[config.mk]
export PLATFORM = sky130hd
export DESIGN_NAME = pll_step_seq
export DESIGN_NICKNAME = d
export VERILOG_FILES = /design/src/rtl/pll_step_pkg.sv /design/src/rtl/pll_field_slot.sv /design/src/rtl/pll_factor_codec.sv /design/src/rtl/pll_mp_compare.sv /design/src/rtl/pll_settle_timer.sv /design/src/rtl/pll_step_seq.sv
export SDC_FILE = /design/constraint.sdc
export NUM_CORES = 1
export LEC_CHECK = 0
export CELL_PAD_IN_SITES_DETAIL_PLACEMENT = 1
export CELL_PAD_IN_SITES_GLOBAL_PLACEMENT = 1
export CORE_UTILIZATION = 31
export DETAILED_ROUTE_END_ITERATION = 10
export PLACE_DENSITY_LB_ADDON = 0.1
export SYNTH_ARGS = -nofsm -noshare
export SYNTH_HDL_FRONTEND = slang
export SYNTH_SLANG_ARGS = --single-unit
[constraint.sdc]
create_clock -name clk -period 2.7 [get_ports clk]
set_input_delay 0.27 -clock clk [delete_from_list [all_inputs] [get_ports clk]]
set_output_delay 0.27 -clock clk [all_outputs]
set_load 0.02 [all_outputs]
[src/rtl/pll_step_pkg.sv]
// Shared types and helpers for the PLL factor update sequencer.
// Assumes field positions fit within 64 bits.
package pll_step_pkg;

    // Sequencer states, one per phase of the two-step update
    typedef enum logic [2:0] {
        ST_IDLE,
        ST_READ,
        ST_WRITE1,
        ST_WAIT,
        ST_WRITE2,
        ST_DONE
    } seq_state_t;

    // Bit mask covering a field of width w at position sh
    function automatic logic [63:0] field_span(input int unsigned sh, input int unsigned w);
        return ((64'd1 << w) - 64'd1) << sh;
    endfunction

endpackage

[src/rtl/pll_field_slot.sv]
// One factor field: encodes a target value into its stored code
// (value minus offset), places it at its register position and
// reports whether the code differs from the current code.
// Assumes the target lies inside the field's representable range.
module pll_field_slot #(
    parameter int REG_W = 32,
    parameter int SH    = 0,
    parameter int W     = 2,
    parameter int OFF   = 1
) (
    input  logic [W-1:0]     cur_code,
    input  logic [W:0]       tgt_val,
    output logic [REG_W-1:0] placed,
    output logic             changed
);
    logic [W-1:0] tgt_code;

    // Encode the target and compare with the stored code
    always_comb begin
        tgt_code = W'(tgt_val - (W+1)'(OFF));
        placed   = REG_W'(tgt_code) << SH;
        changed  = (tgt_code != cur_code);
    end
endmodule

[src/rtl/pll_factor_codec.sv]
// Decodes the old M and P from a register image and builds the
// three candidate write images: new N/K only, new M/P only, and all
// four. Bits outside the four fields pass through untouched.
// Assumes the four fields do not overlap.
module pll_factor_codec #(
    parameter int REG_W = 32,
    parameter int N_SH = 8,  parameter int N_W = 5, parameter int N_OFF = 1,
    parameter int K_SH = 4,  parameter int K_W = 2, parameter int K_OFF = 1,
    parameter int M_SH = 0,  parameter int M_W = 2, parameter int M_OFF = 1,
    parameter int P_SH = 16, parameter int P_W = 2
) (
    input  logic [REG_W-1:0] cur_reg,
    input  logic [N_W:0]     tgt_n,
    input  logic [K_W:0]     tgt_k,
    input  logic [M_W:0]     tgt_m,
    input  logic [P_W-1:0]   tgt_plog,
    output logic [M_W:0]     old_m,
    output logic [P_W-1:0]   old_plog,
    output logic [REG_W-1:0] mul_image,
    output logic [REG_W-1:0] div_image,
    output logic [REG_W-1:0] full_image,
    output logic             unchanged
);
    import pll_step_pkg::*;

    localparam logic [REG_W-1:0] N_MASK  = REG_W'(field_span(N_SH, N_W));
    localparam logic [REG_W-1:0] K_MASK  = REG_W'(field_span(K_SH, K_W));
    localparam logic [REG_W-1:0] M_MASK  = REG_W'(field_span(M_SH, M_W));
    localparam logic [REG_W-1:0] P_MASK  = REG_W'(field_span(P_SH, P_W));
    localparam logic [REG_W-1:0] MUL_GRP = N_MASK | K_MASK;
    localparam logic [REG_W-1:0] DIV_GRP = M_MASK | P_MASK;

    logic [REG_W-1:0] n_pl, k_pl, m_pl, p_pl;
    logic             n_ch, k_ch, m_ch, p_ch;

    pll_field_slot #(.REG_W(REG_W), .SH(N_SH), .W(N_W), .OFF(N_OFF)) u_n (
        .cur_code(cur_reg[N_SH +: N_W]), .tgt_val(tgt_n), .placed(n_pl), .changed(n_ch));
    pll_field_slot #(.REG_W(REG_W), .SH(K_SH), .W(K_W), .OFF(K_OFF)) u_k (
        .cur_code(cur_reg[K_SH +: K_W]), .tgt_val(tgt_k), .placed(k_pl), .changed(k_ch));
    pll_field_slot #(.REG_W(REG_W), .SH(M_SH), .W(M_W), .OFF(M_OFF)) u_m (
        .cur_code(cur_reg[M_SH +: M_W]), .tgt_val(tgt_m), .placed(m_pl), .changed(m_ch));
    pll_field_slot #(.REG_W(REG_W), .SH(P_SH), .W(P_W), .OFF(0)) u_p (
        .cur_code(cur_reg[P_SH +: P_W]), .tgt_val({1'b0, tgt_plog}), .placed(p_pl), .changed(p_ch));

    // Recover the old divider factors from the stored codes
    always_comb begin
        old_m    = (M_W+1)'(cur_reg[M_SH +: M_W]) + (M_W+1)'(M_OFF);
        old_plog = cur_reg[P_SH +: P_W];
    end

    // Merge new field codes into the current image per group
    always_comb begin
        mul_image  = (cur_reg & ~MUL_GRP) | n_pl | k_pl;
        div_image  = (cur_reg & ~DIV_GRP) | m_pl | p_pl;
        full_image = (cur_reg & ~(MUL_GRP | DIV_GRP)) | n_pl | k_pl | m_pl | p_pl;
        unchanged  = !(n_ch || k_ch || m_ch || p_ch);
    end
endmodule

[src/rtl/pll_mp_compare.sv]
// Compares the total division M x P of the old and new settings.
// P is given as log2, so each product is M shifted left by log2 P.
// The product width holds the largest M times the largest P exactly.
module pll_mp_compare #(
    parameter int M_VW = 3,
    parameter int P_W  = 2
) (
    input  logic [M_VW-1:0] old_m,
    input  logic [P_W-1:0]  old_plog,
    input  logic [M_VW-1:0] new_m,
    input  logic [P_W-1:0]  new_plog,
    output logic            div_grows
);
    localparam int MP_W = M_VW + (1 << P_W) - 1;

    logic [MP_W-1:0] old_mp, new_mp;

    // Form both products and decide whether the division grows
    always_comb begin
        old_mp    = MP_W'(old_m) << old_plog;
        new_mp    = MP_W'(new_m) << new_plog;
        div_grows = (new_mp > old_mp);
    end
endmodule

[src/rtl/pll_settle_timer.sv]
// Down-counter for the settle interval between the two writes.
// Loaded with the programmed count, it reports done once the count
// is at or below one, so the wait lasts max(count,1) cycles.
module pll_settle_timer #(
    parameter int CNT_W = 16
) (
    input  logic             clk,
    input  logic             rst_n,
    input  logic             load,
    input  logic [CNT_W-1:0] load_val,
    input  logic             run,
    output logic             done
);
    logic [CNT_W-1:0] cnt_q;

    // Reload on request, count down while the wait is running
    always_ff @(posedge clk) begin
        if (!rst_n) begin
            cnt_q <= '0;
        end else if (load) begin
            cnt_q <= load_val;
        end else if (run && !done) begin
            cnt_q <= cnt_q - CNT_W'(1);
        end
    end

    // Expiry flag
    assign done = (cnt_q <= CNT_W'(1));
endmodule

[src/rtl/pll_step_seq.sv]
// PLL factor update sequencer top. It accepts target factors, reads
// the register, and then applies the factors in two read-modify-write
// steps ordered so the output never overshoots. A settle wait sits
// between the steps.
// Assumes: rd_data is valid in the same cycle as rd_en. The register
// changes only through wr_en while the sequence is running. The
// requester holds req_valid until req_ack.
module pll_step_seq #(
    parameter int REG_W = 32,
    parameter int N_SH = 8,  parameter int N_W = 5, parameter int N_OFF = 1,
    parameter int K_SH = 4,  parameter int K_W = 2, parameter int K_OFF = 1,
    parameter int M_SH = 0,  parameter int M_W = 2, parameter int M_OFF = 1,
    parameter int P_SH = 16, parameter int P_W = 2,
    parameter int CNT_W = 16
) (
    input  logic             clk,
    input  logic             rst_n,
    input  logic             req_valid,
    input  logic [N_W:0]     req_n,
    input  logic [K_W:0]     req_k,
    input  logic [M_W:0]     req_m,
    input  logic [P_W-1:0]   req_plog,
    input  logic [CNT_W-1:0] settle_cycles,
    output logic             req_ack,
    output logic             busy,
    output logic             rd_en,
    input  logic [REG_W-1:0] rd_data,
    output logic             wr_en,
    output logic [REG_W-1:0] wr_data
);
    import pll_step_pkg::*;

    localparam int M_VW = M_W + 1;

    seq_state_t       state_q, state_d;
    logic [N_W:0]     tgt_n_q;
    logic [K_W:0]     tgt_k_q;
    logic [M_W:0]     tgt_m_q;
    logic [P_W-1:0]   tgt_p_q;
    logic [REG_W-1:0] image_q, src_image;
    logic             div_first_q;
    logic [M_W:0]     old_m;
    logic [P_W-1:0]   old_plog;
    logic [REG_W-1:0] mul_img, div_img, full_img;
    logic             unchanged, div_grows, settle_done;

    // Decode from the live read during READ, else from the held image
    assign src_image = (state_q == ST_READ) ? rd_data : image_q;

    pll_factor_codec #(
        .REG_W(REG_W),
        .N_SH(N_SH), .N_W(N_W), .N_OFF(N_OFF),
        .K_SH(K_SH), .K_W(K_W), .K_OFF(K_OFF),
        .M_SH(M_SH), .M_W(M_W), .M_OFF(M_OFF),
        .P_SH(P_SH), .P_W(P_W)
    ) u_codec (
        .cur_reg   (src_image),
        .tgt_n     (tgt_n_q),
        .tgt_k     (tgt_k_q),
        .tgt_m     (tgt_m_q),
        .tgt_plog  (tgt_p_q),
        .old_m     (old_m),
        .old_plog  (old_plog),
        .mul_image (mul_img),
        .div_image (div_img),
        .full_image(full_img),
        .unchanged (unchanged)
    );

    pll_mp_compare #(.M_VW(M_VW), .P_W(P_W)) u_cmp (
        .old_m    (old_m),
        .old_plog (old_plog),
        .new_m    (tgt_m_q),
        .new_plog (tgt_p_q),
        .div_grows(div_grows)
    );

    pll_settle_timer #(.CNT_W(CNT_W)) u_timer (
        .clk     (clk),
        .rst_n   (rst_n),
        .load    (state_q == ST_WRITE1),
        .load_val(settle_cycles),
        .run     (state_q == ST_WAIT),
        .done    (settle_done)
    );

    // Next-state selection for the update sequence
    always_comb begin
        state_d = state_q;
        unique case (state_q)
            ST_IDLE:   if (req_valid) state_d = ST_READ;
            ST_READ:   state_d = unchanged ? ST_DONE : ST_WRITE1;
            ST_WRITE1: state_d = ST_WAIT;
            ST_WAIT:   if (settle_done) state_d = ST_WRITE2;
            ST_WRITE2: state_d = ST_DONE;
            ST_DONE:   state_d = ST_IDLE;
            default:   state_d = ST_IDLE;
        endcase
    end

    // State, latched targets, register image and chosen order
    always_ff @(posedge clk) begin
        if (!rst_n) begin
            state_q     <= ST_IDLE;
            tgt_n_q     <= '0;
            tgt_k_q     <= '0;
            tgt_m_q     <= '0;
            tgt_p_q     <= '0;
            image_q     <= '0;
            div_first_q <= 1'b0;
        end else begin
            state_q <= state_d;
            if (state_q == ST_IDLE && req_valid) begin
                tgt_n_q <= req_n;
                tgt_k_q <= req_k;
                tgt_m_q <= req_m;
                tgt_p_q <= req_plog;
            end
            if (state_q == ST_READ) begin
                image_q     <= rd_data;
                div_first_q <= div_grows;
            end
        end
    end

    // Register port drive: first group, then the full image
    always_comb begin
        wr_en   = 1'b0;
        wr_data = image_q;
        unique case (state_q)
            ST_WRITE1: begin
                wr_en   = 1'b1;
                wr_data = div_first_q ? div_img : mul_img;
            end
            ST_WRITE2: begin
                wr_en   = 1'b1;
                wr_data = full_img;
            end
            default: ;
        endcase
    end

    // Handshake and status outputs
    assign rd_en   = (state_q == ST_READ);
    assign req_ack = (state_q == ST_DONE);
    assign busy    = (state_q != ST_IDLE);
endmodule

; ---- Word level (Yosys, flattened, before mapping)
; Cells that the tools add are included.
[op_classes]
add_sub_neg = 5
n_lt_le_gt_ge = 2
eq_ne = 11
shifts = 2
mux = 10
bitwise = 8
reduce_logical = 11
[op_table]
columns = cell, n
row1 = 2-to-1 mux 32 bit, 2
row2 = OR 32 x 13 -> 32 bit, 2
row3 = OR 32 x 18 -> 32 bit, 2
row4 = OR 32 x 2 -> 32 bit, 2
row5 = OR 32 x 6 -> 32 bit, 2
row6 = case mux 32 bit (2 select lines), 1
row7 = 2-to-1 mux 16 bit, 2
row8 = "less-or-equal comparator 16 x 1 -> 1 bit, second input constant", 1
row9 = "subtractor 16 x 1 -> 16 bit, second input constant", 1
row10 = case mux 3 bit (5 select lines), 1
row11 = << shifter 3 x 2 -> 6 bit, 2
row12 = 2-to-1 mux 3 bit, 3
row13 = "== test 3 x 2 -> 1 bit, second input constant", 2
row14 = "== test 3 bit, second input constant", 2
row15 = greater-than comparator 6 bit, 1
row16 = inequality test 2 bit, 3
row17 = inequality test 5 bit, 1
row18 = "subtractor 5 x 1 -> 5 bit, second input constant", 1
row19 = "inequality test 2 bit, second input constant", 2
row20 = "subtractor 2 x 1 -> 2 bit, second input constant", 2
row21 = "adder 2 x 1 -> 3 bit, second input constant", 1
row22 = "== test 3 x 1 -> 1 bit, second input constant", 1
row23 = logical NOT 3 bit, 1
row24 = logical OR 1 bit, 3
row25 = 7 further kinds, 8
[totals]
reg_bits = 64
inputBits = 65
out_inout_bits = 36
elab_cells = 57

; ---- Longest topological paths before layout
[logic_depth]
word_depth = 8
mapped_depth = 19
depth_no_buf = 17

; ---- By module
; Synthesis repeated with hierarchy kept, for this count alone.
[hier_totals]
hier_cells = 749
area_unflattened_um2 = 6279.8
[modules_own_cells]
columns = mod, n_inst, cells_per_inst, area_each_um2
row1 = pll_step_seq, 1, 308, 2887.8
row2 = pll_settle_timer, 1, 143, 1163.6
row3 = pll_factor_codec, 1, 102, 752.0
row4 = pll_field_slot (u_codec.u_k ...), 2, 37, 272.8
row5 = pll_field_slot (u_codec.u_n), 1, 45, 362.8
row6 = pll_mp_compare, 1, 41, 302.8
row7 = pll_field_slot (u_codec.u_p), 1, 36, 265.3

; ---- Least setup slack after synthesis
; No wires, ideal clock.
[synth_path]
kind = flip-flop to flip-flop
from = register state_q[1]
to = register div_first_q
setup_ns = 0.132
t_arrival_ns = 2.762
t_required_ns = 2.568
setup_slack_ns = -0.194
path_stages_with_launch = 20
path_buffers = 2
synth_period_minus_slack_ns = 2.894
cell_sequence = dfxtp_1 -> buf_6 -> nor2_4 -> nand2_4 -> inv_8 -> buf_4 -> mux2i_1 -> inv_1 -> ha_1 -> nand2_1 -> o21ai_0 -> nand2_1 -> ha_1 -> nor2b_1 -> o21ai_0 -> nand2b_1 -> a21oi_1 -> o21ai_0 -> o211ai_1 -> a21oi_1
[synth_via]
elab_chain_cells = 5
[synth_lines]
columns = element, line
row1 = "start, declared", pll_step_seq.sv:35  ; seq_state_t state_q, state_d;
row2 = "start signal, assigned", pll_step_seq.sv:112  ; state_q <= state_d;
row3 = == test 3 x 1 -> 1 bit (*), "pll_step_seq.sv:48, pll_step_seq.sv:119"
row4 = 2-to-1 mux 32 bit, n/a
row5 = adder 2 x 1 -> 3 bit, pll_factor_codec.sv:47  ; old_m = (M_W+1)'(cur_reg[M_SH +: M_W]) + (M_W+1)'(M_OFF);
row6 = << shifter 3 x 2 -> 6 bit, pll_mp_compare.sv:20  ; old_mp = MP_W'(old_m) << old_plog;
row7 = greater-than comparator 6 bit, pll_mp_compare.sv:22  ; div_grows = (new_mp > old_mp);
row8 = "end signal, assigned", pll_step_seq.sv:121  ; div_first_q <= div_grows;
row9 = "end, declared", pll_step_seq.sv:41  ; logic div_first_q;
; Mark *: on every way between the ends. The rest lies on a longest branch, timed or not.
; A chain may end at the register's enable or synchronous reset.

; ---- Worst setup path in the final report
[layout_path]
from = register state_q[1]
to = output wr_data[17]
[layout_via]
elab_chain_cells = 6
[layout_lines]
columns = element, line
row1 = == test 3 x 1 -> 1 bit, pll_step_seq.sv:48  ; assign src_image = (state_q == ST_READ) ? rd_data : image_q;
row2 = 2-to-1 mux 32 bit, n/a
row3 = OR 32 x 13 -> 32 bit, pll_factor_codec.sv:53  ; mul_image = (cur_reg & ~MUL_GRP) | n_pl | k_pl;
row4 = OR 32 x 6 -> 32 bit, pll_factor_codec.sv:53
row5 = 2-to-1 mux 32 bit, pll_step_seq.sv:133  ; wr_data = div_first_q ? div_img : mul_img;
row6 = case mux 32 bit (2 select lines) (*), pll_step_seq.sv:130  ; unique case (state_q)
row7 = "end, declared", pll_step_seq.sv:29  ; output logic [REG_W-1:0] wr_data
; Marked as above.

==> reports/results.txt <==
status = finished clean
syn avg cell area = 7.65 um2
DRC = 0
Final Cycle Share = 95.5%
WL/cell = 16.1 um
GPL Wtd Cong = 0.772
Worst EP required = 2.43 ns
Mapped Area = 3560 um2
top cell type by total area after synthesis = dfxtp_1
root buffer cell = clkbuf_16
most common cell after layout, fill and taps aside = nand2_1
number of synthesized flops with an enable pin = 0
Die ar. = 11,900 um2
Initial Util = 32.3%
Tot Pwr = 3.63 mW
Post-synth top flop = dfxtp_1
WHS Path Cells = 2
via count = 3,561
buffers added on ports = 98
Power Density = 704 nW/um2
CTS Buf Count = 9
CTS clk-pin slew, worst paths = 0.06 ns
leakage = 1.98 nW
share of cells above drive strength 1 = 13.6%
Diodes inserted = 0
Crit Path Max Fanout = 9
largest net degree at the start of global routing = 44
setup violators final = 0
sequential share of the synthesized area = 36.0%
vias in the first global route = 3,648
post-route ant nets = 0
Mapped Cells = 465
nets@finish = 631
first-pass GRT wire length = 17.9 mm
Synth area leaders = dfxtp_1 (36%), nand2_1 (10%), a21oi_1 (7.0%)
Setup Skew = 0.00864 ns
Final Max Tran Viols = 0
Yosys reg bits = 64
commonest non-fill, non-tap cells in the layout = nand2_1 (96), clkdlybuf4s50_1 (91), dfxtp_1 (63), a21oi_1 (49), nor2_1 (29)
CTS tree = yes
crit path capture type = output pin
Crit Path Class = reg -> out
Synth top area share = 36.0%
clock buffer depth = 2
min Tclk post-route = 2.58 ns
I/O pin cnt = 101
routed vias/inst = 5.09
drt first pass iters = 4
Layout Utilization = 46.7%
clock sinks = 64
Peak supply drop = 0.337 mV
Yosys cell types = 59
Yosys warning total = 0
initial antenna violation count = 0
Arrival @ worst endpoint = 2.31 ns
die height = 109 um
Routed WL = 11.3 mm
final hold viol count = 0
num rows = 38
f_max = 388 MHz
Die W = 109 um
Async SR Flop Fraction = 0%
P&R area growth vs syn = 44.8%
Hold-fix buffers, CTS = 0
Detail Placement HPWL = 8.07 mm
clk_lat worst skew = 0.33 ns
syn_nets = 540
Core Area = 11,000 um2
CP startpoint kind = flop
Total GRT Usage = 19.5%
H-tree depth = 3
max cap viols = 0
max_slew headroom = 64.2%
global route overflow = 0
Worst-Margin Slew = 0.533 ns
1st-iter DRT viols = 122
worst hold path type = reg -> reg
R2R cell count = 17
-- logic make-up after synthesis --
logic type	share of synthesized area [%]
and+or+nand+nor	25.0
DFF	36.0
AOI/OAI and AO/OA	19.0
xor gates and xnor gates	4.43
buffers and inverters	6.47
adders and majority gates	3.52
muxes	5.66
-- stage by stage --
step / cells / instance area [um2] / setup WS (ns) / hold slack, ns / TNS [ns]
global route: 700 / 5150 / -0.00978 / 0.472 / -0.00978
global placement: 679 / 4740 / 0.147 / 0.441 / 0
detailed placement: 679 / 4740 / 0.0523 / 0.446 / 0
finish: 700 / 5150 / 0.121 / 0.452 / 0
CTS: 694 / 5050 / 0.0102 / 0.453 / 0
floorplan: 465 / 3600 / 0.0116 / 0.406 / 0
-- registers in the layout (all words and copies together) (netlist names) --
signal,count
image_q,32
u_timer.cnt_q,16
tgt_n_q,5
state_q,3
tgt_m_q,3
tgt_k_q,2
tgt_p_q,2
div_first_q,1
-- routing by layer --
| layer | routed length (um) | vias up | GRT usage, % |
|---|---|---|---|
| met5 | 0 | - | 0 |
| met4 | 209 | 0 | 6.66 |
| met3 | 423 | 18 | 4.18 |
| met2 | 5640 | 68 | 34.6 |
| met1 | 5010 | 1710 | 23.1 |
| li1 | - | 1765 | - |
-- cells in the mapped netlist (all sizes together) (5+ instances only) --
cell type,count
nand3,9
nand2b,6
xnor2,12
nor2b,8
o21ai,24
a21oi,51
ha,10
clkbuf,41
nor4,7
a21boi,5
nor2,31
dfxtp,64
xor2,6
mux2i,16
inv,11
nand2,98
a22oi,9
nor3,9
-- timing repair --
item                       in CTS  in global routing
gates resized for setup         9                 12
setup endpoints to repair       8                  9
buffers inserted                0                  6
pin swaps                       0                  7
-- final timing paths --
check | end | slack [ns] | start
worst min register to register | image_q[2] | 0.45 | image_q[2]
worst max register to register | div_first_q | 0.14 | state_q[1]
worst max-delay path | wr_data[17] | 0.12 | state_q[1]
worst min-delay path | image_q[2] | 0.45 | image_q[2]
-- final cells by class --
cell class	count	area, um2
Fill cell	1355	5880
Clock inverter	3	40.0
Inverter	12	53.8
Timing Repair Buffer	124	1190
Sequential cell	64	1280
Clock buffer	12	267
Tap cell	140	175
Multi-Input combinational cell	345	2140
-- power breakdown --
part / internal, mW / switching (mW)
clock: 0.782 / 0.422
combinational: 0.595 / 0.696
sequential: 1.04 / 0.0954
total: 2.41 / 1.21
-- critical path: stages (launching register included) --
cell	delay, ns
dfxtp_2	0.35
buf_4	0.16
nor2b_1	0.18
nand2_1	0.07
a21oi_1	0.17
buf_4	0.16
mux2_2	0.35
clkdlybuf4s50_1	0.54
No activity file was read; power rests on OpenSTA's default activity.
